--- src/rtl/tcs_pkg.sv ---
package tcs_pkg;

   localparam int SEL_W  = 3;
   localparam int N_TAPS = 4;

   typedef enum logic [SEL_W-1:0] {
      SEL_OFF   = 3'd0,
      SEL_SYS   = 3'd1,
      SEL_D8    = 3'd2,
      SEL_D64   = 3'd3,
      SEL_D256  = 3'd4,
      SEL_D1024 = 3'd5,
      SEL_FALL  = 3'd6,
      SEL_RISE  = 3'd7
   } tcs_sel_e;

   // number of low divider bits that must be all ones for tap idx
   function automatic int tap_bits(input int idx);
      case (idx)
         0:       tap_bits = 3;
         1:       tap_bits = 6;
         2:       tap_bits = 8;
         default: tap_bits = 10;
      endcase
   endfunction

endpackage

--- src/rtl/tcs_prescaler.sv ---
module tcs_prescaler #(
   parameter int CNT_W  = 10,
   parameter int N_TAPS = tcs_pkg::N_TAPS
) (
   input  logic              clk_i,
   input  logic              rst_n_i,
   input  logic              clr_i,
   output logic [N_TAPS-1:0] tap_o
);

   localparam logic [CNT_W-1:0] CNT_ONE = CNT_W'(1);
   localparam logic [CNT_W-1:0] CNT_TOP = {CNT_W{1'b1}};

   logic [CNT_W-1:0] cnt_q;

   generate
      if (tcs_pkg::tap_bits(N_TAPS-1) > CNT_W) begin : g_bad_width
         $error("tcs_prescaler: CNT_W too small for widest tap");
      end
      if (N_TAPS < 1) begin : g_bad_taps
         $error("tcs_prescaler: need at least one tap");
      end
   endgenerate

   always_ff @(posedge clk_i or negedge rst_n_i) begin
      if (!rst_n_i) begin
         cnt_q <= '0;
      end else if (clr_i) begin
         cnt_q <= '0;
      end else begin
         cnt_q <= cnt_q + CNT_ONE;
      end
   end

   generate
      for (genvar k = 0; k < N_TAPS; k++) begin : g_tap
         localparam int LB = tcs_pkg::tap_bits(k);
         assign tap_o[k] = &cnt_q[LB-1:0];

         // a tap is a single-cycle strobe
         a_r4_tap_single : assert property (@(posedge clk_i) disable iff (!rst_n_i)
            (tap_o[k] && !clr_i) |=> !tap_o[k]);
      end
   endgenerate

   // clear forces the divider to zero on the next cycle
   a_r6_clear_zero : assert property (@(posedge clk_i) disable iff (!rst_n_i)
      clr_i |=> (cnt_q == '0));

   // wrap from the top count back to zero
   a_r5_wrap : assert property (@(posedge clk_i) disable iff (!rst_n_i)
      (!clr_i && cnt_q == CNT_TOP) |=> (cnt_q == '0));

   // wider taps only fire together with narrower ones
   a_r5_tap_nesting : assert property (@(posedge clk_i) disable iff (!rst_n_i)
      tap_o[N_TAPS-1] |-> (&tap_o));

endmodule

--- src/rtl/tcs_chan_sel.sv ---
module tcs_chan_sel #(
   parameter int N_TAPS = tcs_pkg::N_TAPS
) (
   input  logic                     run_i,
   input  logic [tcs_pkg::SEL_W-1:0] sel_i,
   input  logic [N_TAPS-1:0]        tap_i,
   input  logic                     rise_i,
   input  logic                     fall_i,
   output logic                     en_o
);
   import tcs_pkg::*;

   generate
      if (N_TAPS != 4) begin : g_bad_taps
         $error("tcs_chan_sel: select decode expects four taps");
      end
   endgenerate

   logic pick;

   always_comb begin
      unique case (tcs_sel_e'(sel_i))
         SEL_OFF:   pick = 1'b0;
         SEL_SYS:   pick = 1'b1;
         SEL_D8:    pick = tap_i[0];
         SEL_D64:   pick = tap_i[1];
         SEL_D256:  pick = tap_i[2];
         SEL_D1024: pick = tap_i[3];
         SEL_FALL:  pick = fall_i;
         SEL_RISE:  pick = rise_i;
         default:   pick = 1'b0;
      endcase
   end

   assign en_o = run_i & pick;

endmodule

--- src/rtl/tmr_clk_select.sv ---
module tmr_clk_select #(
   parameter int NUM_CH = 2,
   parameter int CNT_W  = 10
) (
   input  logic                             clk_i,
   input  logic                             rst_n_i,
   input  logic                             psc_clr_i,
   input  logic [NUM_CH*tcs_pkg::SEL_W-1:0] ch_sel_i,
   input  logic [NUM_CH-1:0]                ext_rise_i,
   input  logic [NUM_CH-1:0]                ext_fall_i,
   output logic [NUM_CH-1:0]                cnt_en_o
);
   import tcs_pkg::*;

   localparam int SW = SEL_W;

   generate
      if (NUM_CH < 1) begin : g_bad_ch
         $error("tmr_clk_select: NUM_CH must be at least 1");
      end
   endgenerate

   logic [N_TAPS-1:0] taps;

   tcs_prescaler #(
      .CNT_W  (CNT_W),
      .N_TAPS (N_TAPS)
   ) u_prescaler (
      .clk_i   (clk_i),
      .rst_n_i (rst_n_i),
      .clr_i   (psc_clr_i),
      .tap_o   (taps)
   );

   generate
      for (genvar c = 0; c < NUM_CH; c++) begin : g_ch
         logic [SW-1:0] sel;
         assign sel = ch_sel_i[c*SW +: SW];

         tcs_chan_sel #(
            .N_TAPS (N_TAPS)
         ) u_sel (
            .run_i  (rst_n_i),
            .sel_i  (sel),
            .tap_i  (taps),
            .rise_i (ext_rise_i[c]),
            .fall_i (ext_fall_i[c]),
            .en_o   (cnt_en_o[c])
         );

         // stopped channel is silent
         a_r2_off_silent : assert property (@(posedge clk_i) disable iff (!rst_n_i)
            (sel == SEL_OFF) |-> !cnt_en_o[c]);
         // system-clock select strobes every cycle
         a_r3_sys_every : assert property (@(posedge clk_i) disable iff (!rst_n_i)
            (sel == SEL_SYS) |-> cnt_en_o[c]);
         // edge selects follow their own edge pulse only
         a_r7_fall_pass : assert property (@(posedge clk_i) disable iff (!rst_n_i)
            (sel == SEL_FALL) |-> (cnt_en_o[c] == ext_fall_i[c]));
         a_r7_rise_pass : assert property (@(posedge clk_i) disable iff (!rst_n_i)
            (sel == SEL_RISE) |-> (cnt_en_o[c] == ext_rise_i[c]));
         // prescaled selects never strobe two cycles running
         a_r4_div_gap : assert property (@(posedge clk_i) disable iff (!rst_n_i)
            (sel >= SEL_D8 && sel <= SEL_D1024 && $stable(sel) && !psc_clr_i && cnt_en_o[c])
               |=> ($changed(sel) || !cnt_en_o[c]));
      end
   endgenerate

   // nothing strobes while reset is held
   always_comb begin
      if (!rst_n_i) begin
         a_r1_quiet_in_reset : assert (cnt_en_o == '0);
      end
   end

endmodule

--- config.mk ---
export PLATFORM = sky130hd
export DESIGN_NAME = tmr_clk_select
export DESIGN_NICKNAME = d
export VERILOG_FILES = /design/src/rtl/tcs_pkg.sv /design/src/rtl/tcs_prescaler.sv /design/src/rtl/tcs_chan_sel.sv /design/src/rtl/tmr_clk_select.sv
export SDC_FILE = /design/constraint.sdc
export NUM_CORES = 1
export LEC_CHECK = 0
export ABC_AREA = 1
export BUFFER_PORTS_ARGS = -buffer_cell sky130_fd_sc_hd__buf_2
export CORE_AREA = 2 2 39 41
export CTS_BUF_LIST = sky130_fd_sc_hd__clkbuf_8
export DETAILED_ROUTE_END_ITERATION = 12
export DIE_AREA = 0 0 41 43
export PLACE_DENSITY = 0.76
export SLEW_MARGIN = 20
export SYNTH_ARGS = -nofsm -noshare
export SYNTH_HDL_FRONTEND = slang
export SYNTH_SLANG_ARGS = --single-unit
export TNS_END_PERCENT = 20
--- constraint.sdc ---
create_clock -name clk_i -period 1.68 [get_ports clk_i]
set_input_delay 0 -clock clk_i [delete_from_list [all_inputs] [get_ports clk_i]]
set_output_delay 0 -clock clk_i [all_outputs]
set_load 0.02 [all_outputs]
==> impl_results.md <==
* Most flops, register: u_prescaler.cnt_q
* XOR/XNOR share of the synthesized area at 0%
* CP required at 1.68 ns
* NetSw at 0.137 mW
* Nets at around 130
* Top-Level Pins at 15
* Maximum vdd drop at around 0.44 mV
* Synth cell count leaders: inv_1, nand2_1, nor2_1, dfrtp_1, nand3_1
* Post-detail-place hpwl at between 1000 and 1500 um
* Cells after DPL at 126
* Area of the multi-input gates at 389 sq um
* ANT cells at 0
* Leakage at 0.434 nW
* Type of the most critical hold path: in2reg
* Total GRT Usage at about a fifth
* Buffers on Ports at 14
* Synth top area cells: dfrtp_1, inv_1, nand2_1
* Largest register FFs at 10
* Most frequent cell after synthesis: inv_1
* First-pass GRT wire length at 2420 um
* Adder-Cell Fraction of Synth Area at about 3.6%
* Synthesized area per cell at 7.14 sq um
* Final Util at just over 60%
* Area growth syn-to-layout at 23.3%
* Non-Filler Instances at 132
* F_max at 633 MHz
* Initial Utilization at 50.5%
* Die X at 41 um
* Status: finished clean
* Layout fillers at 141
* Detail Route Antenna Nets at 0
* Crit path launch type: flip-flop
* Overflow after GRT at 0
* Placed cell areas at roughly 770 sq um
* CTS tree: yes
* Worst-path clk slew at about 0.040 ns
* Largest net degree at the start of global routing at 13
* Fraction of layout cells with a size suffix above 1 at 29.3%
* Worst skew pair latency at 0.23 ns
* Gate Count Post-Synth at 98
* Sequential share of power at between 40% and 50%
* Hold Fails Final Rpt at 0
* Routability cong. at 0.747
* Fin crit share at 94.1%
* CORE AREA at 1380 sq um
* Die Y at 43 um
* Max FO, Critical Path at 3
* Clk buf depth at 2
* Worst slew margin at 82.2%
* Internal power at 0.441 mW
* Critical Path AT at 1.58 ns
* Register Area at 250 sq um
* Post-synth cell types at 20
* P per Cell Area at 670 nW/um^2
* Net Sw Frac at 23.7%
* Synthesized net count at 113
* Fin crit period at 1.58 ns
* DRC viols at 0
* Via count at 670
* Root buf cell: clkbuf_8
* Gate power share at 14.2%
* Max cap viols at 0
* Asr flop ratio synth at 100%
* Synth Area in Simple Gates at 41.5%
* Routed Wire Length at 1490 um
* Slew Limit Fails at 0
* Wire length per cell at 11.3 um
* Iter 0 DRT Violations at 6
* Crit path kind: reg2out
* Drt via density at 5.08
* Ys flop type: dfrtp_1
* EDFF count, synth at 0
* Synthesized cell area at 699 sq um
* Initial antenna violation count at 0
* Post-synthesis register bit count at 10
* Vias in the first global route at around 610
* Yosys top cell area share at 35.8%
* Clock skew at between 0.004 and 0.005 ns
* Clock network fraction of design power at 41.6%
* Leading area contributor after synthesis: dfrtp_1
* CTS HTree Levels at 1
* Die area at 1760 sq um
* Top flop regs: u_prescaler.cnt_q: 10 flops
* Compound-cell area share of the yosys netlist at around 8%
* DR pass1 iterations at 5
* Seq/Total Area, Yosys at between 30% and 40%
* CTS sink count at 10
* Mux contribution to synthesized area at 0%
* Fin area at approximately 860 sq um
* WHS at approximately 0.0059 ns
* CTS buffer count at 3
* Ys Warns at 0
* Endpoint class of the critical path: output pin
* Row Count at 14
* Worst-Margin Slew at 0.266 ns
* Setup violators final at 0
* Largest family of logic cells by synthesized area: simple AND/OR/NAND/NOR gates
-- power by group through the flow --
stage | sequential [mW] | clock, mW | combinational (mW)
after floorplan | 0.256 | 0 | 0.0389
after global routing | 0.256 | 0.260 | 0.0940
after CTS | 0.253 | 0.248 | 0.0707
after global placement | 0.256 | 0 | 0.0668
final | 0.255 | 0.241 | 0.0821
after detailed placement | 0.257 | 0 | 0.0679
-- worst max-delay path, stage by stage (launching register included) --
cell	delay [ns]
dfrtp_1	0.40
ha_4	0.17
ha_2	0.17
nor2_1	0.04
nor2_1	0.07
o21ai_0	0.08
nand3b_1	0.08
nand2_1	0.06
a21oi_2	0.12
buf_4	0.15
-- cell type report --
class,count,area share (%)
Multi-Input combinational cell,69,45.1
Sequential cell,10,29.0
Timing Repair Buffer,17,11.3
Inverter,17,7.40
Clock buffer,3,4.79
Tap cell,16,2.32
-- stage by stage --
stage | setup WS (ns) | power, mW | TNS (ns)
6_report | 0.0999 | 0.578 | 0
5_1_grt | -0.0362 | 0.610 | -0.0362
4_1_cts | 0.0503 | 0.572 | 0
3_5_place_dp | 0.298 | 0.325 | 0
3_3_place_gp | 0.352 | 0.323 | 0
2_1_floorplan | 0.384 | 0.295 | 0
-- placed cells by master (no fill, tap or decap), types with 2 or more instances in the layout --
| master | n |
|---|---|
| a21oi_1 | 5 |
| buf_2 | 13 |
| buf_4 | 3 |
| clkbuf_8 | 3 |
| dfrtp_1 | 10 |
| inv_1 | 16 |
| nand2_1 | 14 |
| nand2_2 | 2 |
| nand3_1 | 9 |
| nand3_2 | 2 |
| nand4_1 | 4 |
| nor2_1 | 13 |
| nor2_2 | 4 |
| nor3_1 | 2 |
| nor3_2 | 2 |
| o21ai_0 | 5 |
-- metal layers --
layer	share of wire, %	vias to the layer above	GRT usage (%)
met5	0	-	0
met3	4.6	0	6.28
met1	44	301	25.0
met4	0	0	8.00
li1	-	355	-
met2	51	14	31.9
-- kinds of logic after synthesis --
kind of cell	count (synthesis)
buffers and inverters	19
AND/OR/NAND/NOR	56
AO/OA/AOI/OAI	11
adder cells (fa/ha/maj)	2
flip-flops	10
-- final timing paths --
| kind | startpoint | end | slack (ns) | cells past startpoint |
|---|---|---|---|---|
| min in group asynchronous | rst_n_i | u_prescaler.cnt_q[6] | 0.18 | 2 |
| min reg2reg | u_prescaler.cnt_q[8] | u_prescaler.cnt_q[8] | 0.50 | 1 |
| max | u_prescaler.cnt_q[0] | cnt_en_o[1] | 0.1 | 9 |
| max reg2reg | u_prescaler.cnt_q[1] | u_prescaler.cnt_q[9] | 0.40 | 8 |
| min | psc_clr_i | u_prescaler.cnt_q[0] | 0.006 | 2 |
| max in group asynchronous | rst_n_i | u_prescaler.cnt_q[0] | 1.29 | 2 |
-- what timing repair did --
item	in CTS	in global routing
setup endpoints to repair	0	2
hold buffers	1	0
setup buffers	0	2
gates resized for setup	0	5
hold endpoints to repair	10	0
No activity file was read; power rests on OpenSTA's default activity.
